<file path="config.mk">
export PLATFORM = sky130hd
export DESIGN_NAME = seg_xlate_unit
export DESIGN_NICKNAME = d
export VERILOG_FILES = /design/src/rtl/seg_xlate_pkg.sv /design/src/rtl/seg_desc_table.sv /design/src/rtl/seg_fault_check.sv /design/src/rtl/seg_addr_calc.sv /design/src/rtl/seg_xlate_unit.sv
export SDC_FILE = /design/constraint.sdc
export NUM_CORES = 1
export LEC_CHECK = 0
export ABC_CLOCK_PERIOD_IN_PS = 7200
export BUFFER_PORTS_ARGS = -buffer_cell sky130_fd_sc_hd__buf_4
export CAP_MARGIN = 10
export CORE_UTILIZATION = 50
export DETAILED_ROUTE_END_ITERATION = 10
export PLACE_DENSITY = 0.67
export REMOVE_ABC_BUFFERS = 1
export SLEW_MARGIN = 20
export SYNTH_ARGS = -nofsm -noshare
export SYNTH_HDL_FRONTEND = slang
export SYNTH_HIERARCHICAL = 1
export SYNTH_SLANG_ARGS = --single-unit
</file>
<file path="constraint.sdc">
create_clock -name clk -period 7.2 [get_ports clk]
set_input_delay 0 -clock clk [delete_from_list [all_inputs] [get_ports clk]]
set_output_delay 0 -clock clk [all_outputs]
set_load 0.05 [all_outputs]
</file>
<file path="src/rtl/seg_xlate_pkg.sv">
package seg_xlate_pkg;
  localparam int LIN_W = 32;
  localparam int SEL_W = 16;
  localparam int LIM_W = 20;
  localparam int PL_W  = 2;
  localparam int CAUSE_W = 3;

  typedef struct packed {
    logic [LIN_W-1:0] base;
    logic [LIM_W-1:0] limit;
    logic [PL_W-1:0]  dpl;
    logic             present;
  } seg_desc_t;

  typedef enum logic [CAUSE_W-1:0] {
    CAUSE_NONE   = 3'd0,
    CAUSE_RANGE  = 3'd1,
    CAUSE_ABSENT = 3'd2,
    CAUSE_PRIV   = 3'd3,
    CAUSE_LIMIT  = 3'd4
  } fault_cause_e;
endpackage

</file>
<file path="src/rtl/seg_desc_table.sv">
module seg_desc_table
  import seg_xlate_pkg::*;
#(
  parameter int NUM_DESC = 8
) (
  input  logic             clk,
  input  logic             rst_n,
  input  logic             wr_en,
  input  logic [SEL_W-1:0] wr_idx,
  input  seg_desc_t        wr_desc,
  input  logic [SEL_W-1:0] rd_idx,
  output seg_desc_t        rd_desc,
  output logic             rd_hit
);
  seg_desc_t entries [NUM_DESC];

  // One register slot per descriptor; out-of-range writes match no slot.
  for (genvar g = 0; g < NUM_DESC; g++) begin : g_slot
    always_ff @(posedge clk) begin
      if (!rst_n) begin
        entries[g] <= '0;
      end else if (wr_en && (wr_idx == SEL_W'(g))) begin
        entries[g] <= wr_desc;
      end
    end
  end

  always_comb begin
    rd_desc = '0;
    for (int i = 0; i < NUM_DESC; i++) begin
      if (rd_idx == SEL_W'(i)) rd_desc = entries[i];
    end
  end

  assign rd_hit = ({16'd0, rd_idx} < 32'(NUM_DESC));
endmodule

</file>
<file path="src/rtl/seg_fault_check.sv">
module seg_fault_check
  import seg_xlate_pkg::*;
(
  input  logic             prot_en,
  input  logic [PL_W-1:0]  cur_pl,
  input  logic [LIN_W-1:0] offset,
  input  seg_desc_t        desc,
  input  logic             idx_hit,
  output fault_cause_e     cause
);
  localparam int PAD_W = LIN_W - LIM_W;

  logic over_limit;
  assign over_limit = (offset >= {{PAD_W{1'b0}}, desc.limit});

  // Priority: index range, presence, privilege, then limit.
  always_comb begin
    cause = CAUSE_NONE;
    if (prot_en) begin
      if (!idx_hit)                cause = CAUSE_RANGE;
      else if (!desc.present)      cause = CAUSE_ABSENT;
      else if (cur_pl > desc.dpl)  cause = CAUSE_PRIV;
      else if (over_limit)         cause = CAUSE_LIMIT;
    end
  end
endmodule

</file>
<file path="src/rtl/seg_addr_calc.sv">
module seg_addr_calc
  import seg_xlate_pkg::*;
#(
  parameter int REAL_SHIFT = 4
) (
  input  logic             prot_en,
  input  logic [SEL_W-1:0] seg,
  input  logic [LIN_W-1:0] offset,
  input  logic [LIN_W-1:0] base,
  input  fault_cause_e     cause,
  output logic [LIN_W-1:0] lin_addr
);
  localparam int HI_PAD = LIN_W - SEL_W - REAL_SHIFT;

  logic [LIN_W-1:0] real_base;
  assign real_base = {{HI_PAD{1'b0}}, seg, {REAL_SHIFT{1'b0}}};

  always_comb begin
    if (cause != CAUSE_NONE) lin_addr = '0;
    else if (prot_en)        lin_addr = base + offset;
    else                     lin_addr = real_base + offset;
  end
endmodule

</file>
<file path="src/rtl/seg_xlate_unit.sv">
module seg_xlate_unit
  import seg_xlate_pkg::*;
#(
  parameter int NUM_DESC   = 8,
  parameter int REAL_SHIFT = 4
) (
  input  logic        clk,
  input  logic        rst_n,
  input  logic [1:0]  cpl,
  input  logic        cfg_pe_we,
  input  logic        cfg_pe_wdata,
  input  logic        dt_we,
  input  logic [15:0] dt_widx,
  input  logic [31:0] dt_wbase,
  input  logic [19:0] dt_wlimit,
  input  logic [1:0]  dt_wdpl,
  input  logic        dt_wpresent,
  input  logic        req_valid,
  output logic        req_ready,
  input  logic [15:0] req_seg,
  input  logic [31:0] req_off,
  output logic        rsp_valid,
  input  logic        rsp_ready,
  output logic [31:0] rsp_addr,
  output logic        rsp_fault,
  output logic [2:0]  rsp_cause
);
  logic         kernel_pl;
  logic         pe_q;
  seg_desc_t    wr_desc;
  seg_desc_t    sel_desc;
  logic         sel_hit;
  fault_cause_e cause_d;
  logic [LIN_W-1:0] addr_d;
  logic         accept;
  logic         rsp_valid_q;
  logic [LIN_W-1:0] rsp_addr_q;
  fault_cause_e rsp_cause_q;

  assign kernel_pl = (cpl == '0);

  always_ff @(posedge clk) begin
    if (!rst_n)                        pe_q <= 1'b0;
    else if (cfg_pe_we && kernel_pl)   pe_q <= cfg_pe_wdata;
  end

  assign wr_desc = '{base: dt_wbase, limit: dt_wlimit, dpl: dt_wdpl, present: dt_wpresent};

  seg_desc_table #(.NUM_DESC(NUM_DESC)) u_table (
    .clk     (clk),
    .rst_n   (rst_n),
    .wr_en   (dt_we && kernel_pl),
    .wr_idx  (dt_widx),
    .wr_desc (wr_desc),
    .rd_idx  (req_seg),
    .rd_desc (sel_desc),
    .rd_hit  (sel_hit)
  );

  seg_fault_check u_check (
    .prot_en (pe_q),
    .cur_pl  (cpl),
    .offset  (req_off),
    .desc    (sel_desc),
    .idx_hit (sel_hit),
    .cause   (cause_d)
  );

  seg_addr_calc #(.REAL_SHIFT(REAL_SHIFT)) u_addr (
    .prot_en  (pe_q),
    .seg      (req_seg),
    .offset   (req_off),
    .base     (sel_desc.base),
    .cause    (cause_d),
    .lin_addr (addr_d)
  );

  assign req_ready = !rsp_valid_q || rsp_ready;
  assign accept    = req_valid && req_ready;

  always_ff @(posedge clk) begin
    if (!rst_n) begin
      rsp_valid_q <= 1'b0;
      rsp_addr_q  <= '0;
      rsp_cause_q <= CAUSE_NONE;
    end else if (accept) begin
      rsp_valid_q <= 1'b1;
      rsp_addr_q  <= addr_d;
      rsp_cause_q <= cause_d;
    end else if (rsp_ready) begin
      rsp_valid_q <= 1'b0;
    end
  end

  assign rsp_valid = rsp_valid_q;
  assign rsp_addr  = rsp_addr_q;
  assign rsp_cause = rsp_cause_q;
  assign rsp_fault = (rsp_cause_q != CAUSE_NONE);
endmodule

</file>
==> results.yml, run 1 <==
placement:
  gp_congestion: 0.963
  hpwl_microns: 47800
  postPlaceCellArea_sq_um: 26800
  dp.cells: 2945
  port_buffers: 165
sta:
  fmax_mhz: 186
  finalClockSkew_ns: 0.0189
  finalHoldViolCount: 0
  maxSlewHeadroom_pct: 27.4
  fin_setup_tns_ns: 0
  timing_worst_slew_pin_value_ns: 1.09
  slew_viol_final: 0
  rsz0062_at_grt: "no"
  fin_crit_sh_pct: 74.7
  period_needed_ns: 5.38
  setup_violations: 0
global_routing:
  grt_max_degree: 80
  antenna_found_initial: 1
  grt.total_usage_pct: 30.7
  overflow: 0
  grt_pass1_vias: 18000
  grt_pass1_wl_microns: 114000
worst_setup_path:
  cp-startpoint: "req_seg[1]"
  worstReg2RegStart: "u_table/entries[0][3]"
  critPathMaxFanout: 33
  cp_data_required_time_ns: 7.73
  reg2reg_slack_ns: 2.25
  cpPeakStageDelay_ns: 0.87
  crit_chain: "buf_4 -> nor4b_4 -> nand4_1 -> buf_4 -> buf_4 -> nor2_1 -> o41ai_1 -> inv_1 -> ha_1 -> a2111oi_0 -> o41ai_1 -> nor4_1 -> o41ai_1 -> or3_1 -> nor3_1 -> mux2i_1 -> o21ai_0 -> nand2_1 -> mux2i_1"
  r2r-end: "rsp_addr[24]"
  critical_path.slowest_cell: "nand4_1"
  start_kind: "input pin"
  crit_arrival_ns: 5.91
  path_class: "input pin to register"
  worst-path-buf-inv: 4
  r2r.worst_path.cells: 17
  end_kind: "register"
  cp_num_cells: 19
  cpLargestDelayFamily: "simple AND/OR/NAND/NOR gates"
  endpoint: "rsp_addr[24]"
die:
  start_util_pct: 50.7
  die_h_microns: 225
  dieArea_sq_um: 50500
  die_width_microns: 225
  core-area_sq_um: 49000
  rows: 81
  io_pins: 166
final_layout:
  fin_cells: 3117
  mostFrequentLayoutCell: "and2_1"
  area_growth_pct: 17.7
  post-route-util_pct: 59.6
  nNetsFinal: 2608
  drive_gt1_share_pct: 13.9
  final_cell_area_sq_um: 29200
  final_cell_mix: "445 x and2_1, 440 x edfxtp_1, 205 x buf_4"
clock_tree:
  cts_tree: "built"
  clockBufferDepth: 3
  htreeDepth: 2
  root_buffer: "clkbuf_16"
  cts_buffers: 52
  post_cts_resized: 0
  path_clk_slew_ns: 0.06
  insertion_delay_ns: 0.61
  clock-sinks: 477
drt:
  via_count: 18700
  drc_errors: 0
  drt_pass1_iterations: 5
  routedWlPerCell_microns: 24.9
  drt_wl_total_microns: 77700
  drt_iter0_markers: 2143
  viasPerCell: 5.98
  drtAntennaViolNets: 0
worst_hold_path:
  hold_path_class: "input pin to register"
  worstHoldStart: "req_off[4]"
yosys:
  yosys_warnings: 6
  syn_inst: 2207
  netlist_area_sq_um: 24800
  synth_ff_type: "edfxtp_1"
  synth_cell_type_count: 82
  synth_seq_cells: 477
  synthArstFlopShare_pct: 0
  synth-edff-count: 440
  ys_seq_area_share_pct: 56.3
  synth.avg_cell_area_sq_um: 11.2
outcome:
  status: "finished, final reports clean"
flow_run:
  cap_violations: 0
power_and_ir_drop:
  p_leak_nw: 11.0
  power_density_nw_per_um2: 221
  peakVddDrop_v: 0.000175
-- worst min path at each step --
stage / endpoint / slack, ns / depth (start not counted)
final: rsp_addr[4] / 0.02 / 6
after global routing: rsp_addr[4] / 0.09 / 6
after CTS: rsp_addr[4] / 0.005 / 6
after detailed placement: pe_q / 0.24 / 2
after global placement: pe_q / 0.23 / 2
after floorplan: rsp_valid / 0.14 / 2
-- what timing repair did --
action | CTS | global route
hold buffers | 73 | 0
buffers inserted | 0 | 0
endpoints found under the hold margin | 456 | 0
endpoints found under the setup margin | 0 | 0
-- cell type report --
| class | count | area (sq um) |
|---|---|---|
| clock inverter | 33 | 248 |
| clock buffer | 64 | 1390 |
| fill | 4077 | 19800 |
| inverter | 34 | 128 |
| multi-input combinational | 1562 | 10300 |
| antenna | 1 | 2.50 |
| sequential | 477 | 14000 |
| timing repair buffer | 282 | 2360 |
| tap | 664 | 831 |
-- flip-flops by register name, indices dropped and copies added (netlist names) --
signal	flops
u_table/entries	440
rsp_addr	32
rsp_cause	3
pe_q	1
rsp_valid	1
-- layer usage --
layer  wire (microns)  GRT usage [%]  share of wire, %
met5                0              0                 0
met4             2730           11.0               3.5
met3             7060           5.94               9.1
met2            35800           49.3                46
met1            32100           41.6                41
-- Yosys cell counts (3+ instances only) --
cell / n / area (sq um)
nor4_1: 22 / 138
buf_12: 4 / 80.1
dfxtp_1: 37 / 741
inv_1: 33 / 124
ha_1: 69 / 863
xnor2_1: 28 / 245
o21ai_0: 136 / 681
mux2i_1: 85 / 851
mux2_2: 19 / 214
and4_1: 4 / 35.0
nand2b_1: 9 / 56.3
and2_1: 445 / 2780
a22oi_1: 6 / 45.0
a21oi_1: 93 / 465
nand2_1: 132 / 495
a221oi_1: 3 / 26.3
nor3b_1: 5 / 37.5
nor2b_1: 9 / 56.3
o22ai_1: 58 / 363
nand4_1: 18 / 113
nor4b_1: 4 / 35.0
nor3_1: 18 / 90.1
a211oi_1: 17 / 128
o21bai_1: 6 / 45.0
o211ai_1: 3 / 22.5
a222oi_1: 7 / 70.1
and3_1: 9 / 56.3
edfxtp_1: 440 / 13200
a221o_1: 16 / 160
a21o_1: 21 / 158
nand3_1: 22 / 110
o31ai_1: 3 / 22.5
nand3b_1: 4 / 30.0
nor2_1: 179 / 672
a21boi_0: 3 / 22.5
buf_1: 5 / 18.8
or3_1: 6 / 37.5
a31oi_1: 6 / 37.5
buf_2: 20 / 100
clkbuf_1: 102 / 383
o21a_1: 4 / 30.0
o41ai_1: 32 / 280
xor2_1: 18 / 158
-- per-stage QoR --
| step | worst slack [ns] | power, mW | hold WS, ns |
|---|---|---|---|
| after global routing | 1.60 | 6.62 | 0.0923 |
| final | 1.82 | 6.44 | 0.0237 |
| after global placement | 1.38 | 3.87 | 0.234 |
| after CTS | 1.98 | 6.46 | 0.00460 |
| after floorplan | 1.82 | 3.59 | 0.139 |
| after detailed placement | 1.36 | 3.88 | 0.244 |
-- logic make-up (layout without fill, tap and decap cells) --
family | after synthesis | count (layout) | share of synthesized area, %
adders and majority gates | 71 | 71 | 3.64
other | 0 | 1 | 0
and+or+nand+nor | 904 | 904 | 20.1
DFF | 477 | 477 | 56.3
muxes | 104 | 104 | 4.29
AOI/OAI and AO/OA | 437 | 437 | 11.2
buffers and inverters | 168 | 413 | 2.93
xor gates and xnor gates | 46 | 46 | 1.62
-- worst min-delay path: stages --
cell and delay [ns]:
buf_4 0.12, ha_1 0.13, mux2i_1 0.06, nor2_1 0.08
nand2_1 0.05, mux2i_1 0.12
-- power breakdown --
group / leakage [nW] / internal (mW) / total, mW / switching (mW)
Combinational: 5.76 / 0.233 / 0.651 / 0.418
Sequential: 4.48 / 3.16 / 3.21 / 0.0501
Clock: 0.798 / 1.45 / 2.58 / 1.13
Total: 11.0 / 4.84 / 6.44 / 1.60
(Power assumes the default switching activity.)
==> inputs of run 2 (changes only) <==
--- a/config.mk
+++ b/config.mk
@@ -5,12 +5,12 @@
 export SDC_FILE = /design/constraint.sdc
 export NUM_CORES = 1
 export LEC_CHECK = 0
-export ABC_CLOCK_PERIOD_IN_PS = 7200
+export ABC_CLOCK_PERIOD_IN_PS = 4700
 export BUFFER_PORTS_ARGS = -buffer_cell sky130_fd_sc_hd__buf_4
 export CAP_MARGIN = 10
 export CORE_UTILIZATION = 50
 export DETAILED_ROUTE_END_ITERATION = 10
-export PLACE_DENSITY = 0.67
+export PLACE_DENSITY = 0.69
 export REMOVE_ABC_BUFFERS = 1
 export SLEW_MARGIN = 20
 export SYNTH_ARGS = -nofsm -noshare
==> constraint.sdc (replaced) <==
create_clock -name clk -period 4.7 [get_ports clk]
set_input_delay 0 -clock clk [delete_from_list [all_inputs] [get_ports clk]]
set_output_delay 0 -clock clk [all_outputs]
set_load 0.05 [all_outputs]
==> results.yml, run 2 (synthesis results as in run 1) <==
drt:
  viasPerCell: 5.93
  via_count: 19100
  drt_pass1_iterations: 6
  routedWlPerCell_microns: 24.1
  drt_wl_total_microns: 77500
  drtAntennaViolNets: 0
  drc_errors: 0
  drt_iter0_markers: 1927
sta:
  finalClockSkew_ns: 0.0318
  finalHoldViolCount: 0
  fmax_mhz: 232
  slew_viol_final: 0
  worst_slack_ns: 0.397
  setup_violations: 0
  maxSlewHeadroom_pct: 22.4
  rsz0062_at_grt: "no"
  period_needed_ns: 4.30
  timing_worst_slew_pin_value_ns: 1.16
  fin_crit_sh_pct: 91.6
final_layout:
  largest_reg_flops: 440
  final_cell_mix: "445 x and2_1, 440 x edfxtp_1, 301 x buf_4"
  mostFrequentLayoutCell: "and2_1"
  largest-register: "u_table/entries"
  drive_gt1_share_pct: 17.1
  final_cell_area_sq_um: 30100
  nNetsFinal: 2715
  area_growth_pct: 21.5
worst_setup_path:
  cpPeakStageDelay_ns: 0.62
  critical_path.slowest_cell: "o41ai_1"
  path_class: "input pin to register"
  crit_top_cell: "buf_4"
  cpLargestDelayFamily: "simple AND/OR/NAND/NOR gates"
  end_kind: "register"
  cp_data_required_time_ns: 5.21
  start_kind: "input pin"
  crit_arrival_ns: 4.82
  critPathMaxFanout: 12
  crit_chain: "buf_4 -> nor4_4 -> buf_4 -> and3_1 -> nand3b_4 -> buf_12 -> o41ai_1 -> buf_4 -> ha_1 -> and3_4 -> nand3_1 -> a2111oi_1 -> buf_4 -> or4_1 -> a21o_1 -> buf_4 -> a21oi_1 -> o21ai_0 -> nor3_1 -> nand2_1 -> mux2i_1"
  worst-path-buf-inv: 6
clock_tree:
  clockBufferDepth: 3
  cts_buffers: 51
  post_cts_buffers: 0
  cts_tree: "built"
  clock-sinks: 477
  insertion_delay_ns: 0.61
  htreeDepth: 2
  path_clk_slew_ns: 0.06
  root_buffer: "clkbuf_16"
die:
  rows: 81
  core-area_sq_um: 49000
  io_pins: 166
  dieArea_sq_um: 50500
  start_util_pct: 50.7
  die_width_microns: 225
  die_h_microns: 225
power_and_ir_drop:
  peakVddDrop_v: 0.000288
  power_density_nw_per_um2: 332
  p_leak_nw: 11.6
placement:
  hpwl_microns: 50100
  port_buffers: 165
  postPlaceCellArea_sq_um: 27700
  gp_congestion: 0.964
  pre_cts_slack_ns: -0.400
worst_hold_path:
  hold_path_class: "input pin to register"
global_routing:
  grt_pass1_vias: 18400
  overflow: 0
  antenna_found_initial: 3
  grt_max_degree: 69
  grt_pass1_wl_microns: 113000
  grt.total_usage_pct: 30.3
outcome:
  status: "finished, final reports clean"
flow_run:
  cap_violations: 0
## run 2: what timing repair did
item / in CTS / in global routing
hold endpoints to repair: 475 / 0
resized for setup: 0 / 2
hold buffers: 78 / 0
setup endpoints to repair: 0 / 7
## run 2: routing by layer
layer / up-vias / track usage [%] / routed length [microns]
li1: 8673 / - / -
met1: 9402 / 42.2 / 33300
met2: 860 / 49.3 / 36200
met3: 161 / 3.71 / 5630
met4: 0 / 10.3 / 2440
met5: - / 0 / 0
## run 2: cell type report
cell class	instances	area [sq um]
Inverter	34	128
Fill cell	3936	18800
Tap cell	664	831
Multi-Input combinational cell	1562	10300
Timing Repair Buffer	390	3260
Sequential cell	477	14000
Antenna cell	1	2.50
Clock inverter	30	309
Clock buffer	64	1360
## run 2: worst reg2reg max path: stages (launching register included)
cell and delay, ns:
edfxtp_1 0.37, mux2i_1 0.15, nor3_1 0.09, a221o_1 0.31, a221oi_1 0.27, o22ai_1 0.14
buf_4 0.17, ha_1 0.31, and3_4 0.19, nand3_1 0.09, a2111oi_1 0.06, buf_4 0.17
or4_1 0.51, a21o_1 0.25, buf_4 0.16, a21oi_1 0.17, o21ai_0 0.13, nor3_1 0.21
nand2_1 0.07, mux2i_1 0.14
## run 2: worst paths after layout
kind,from,endpoint,slack [ns],cells past startpoint
setup / recovery,req_seg[5],rsp_addr[30],0.40,21
setup reg to reg,u_table/entries[0][35],rsp_addr[30],0.68,19
hold reg to reg,rsp_addr[4],rsp_addr[4],0.46,2
hold / removal,req_off[26],rsp_addr[26],0.03,5
## run 2: stage by stage
step / TNS [ns] / instances / hold WS [ns] / util (%) / power [mW]
after floorplan: -240.04 / 2073 / 0.139 / - / 5.49
after global placement: -2.60 / 3049 / 0.232 / 56.5 / 5.96
after detailed placement: -3.43 / 3049 / 0.249 / 56.5 / 5.98
after CTS: 0 / 3221 / 0.00239 / 61.5 / 10.0
after global routing: 0 / 3221 / 0.0437 / 61.6 / 10.3
final: 0 / 3222 / 0.0287 / 61.6 / 10.0
## run 2: power breakdown
part / leakage (nW) / switching (mW) / internal, mW / total [mW]
clock network: 0.802 / 1.67 / 2.37 / 4.05
registers: 4.48 / 0.0777 / 4.84 / 4.92
logic: 6.32 / 0.648 / 0.392 / 1.04
total: 11.6 / 2.40 / 7.61 / 10.0
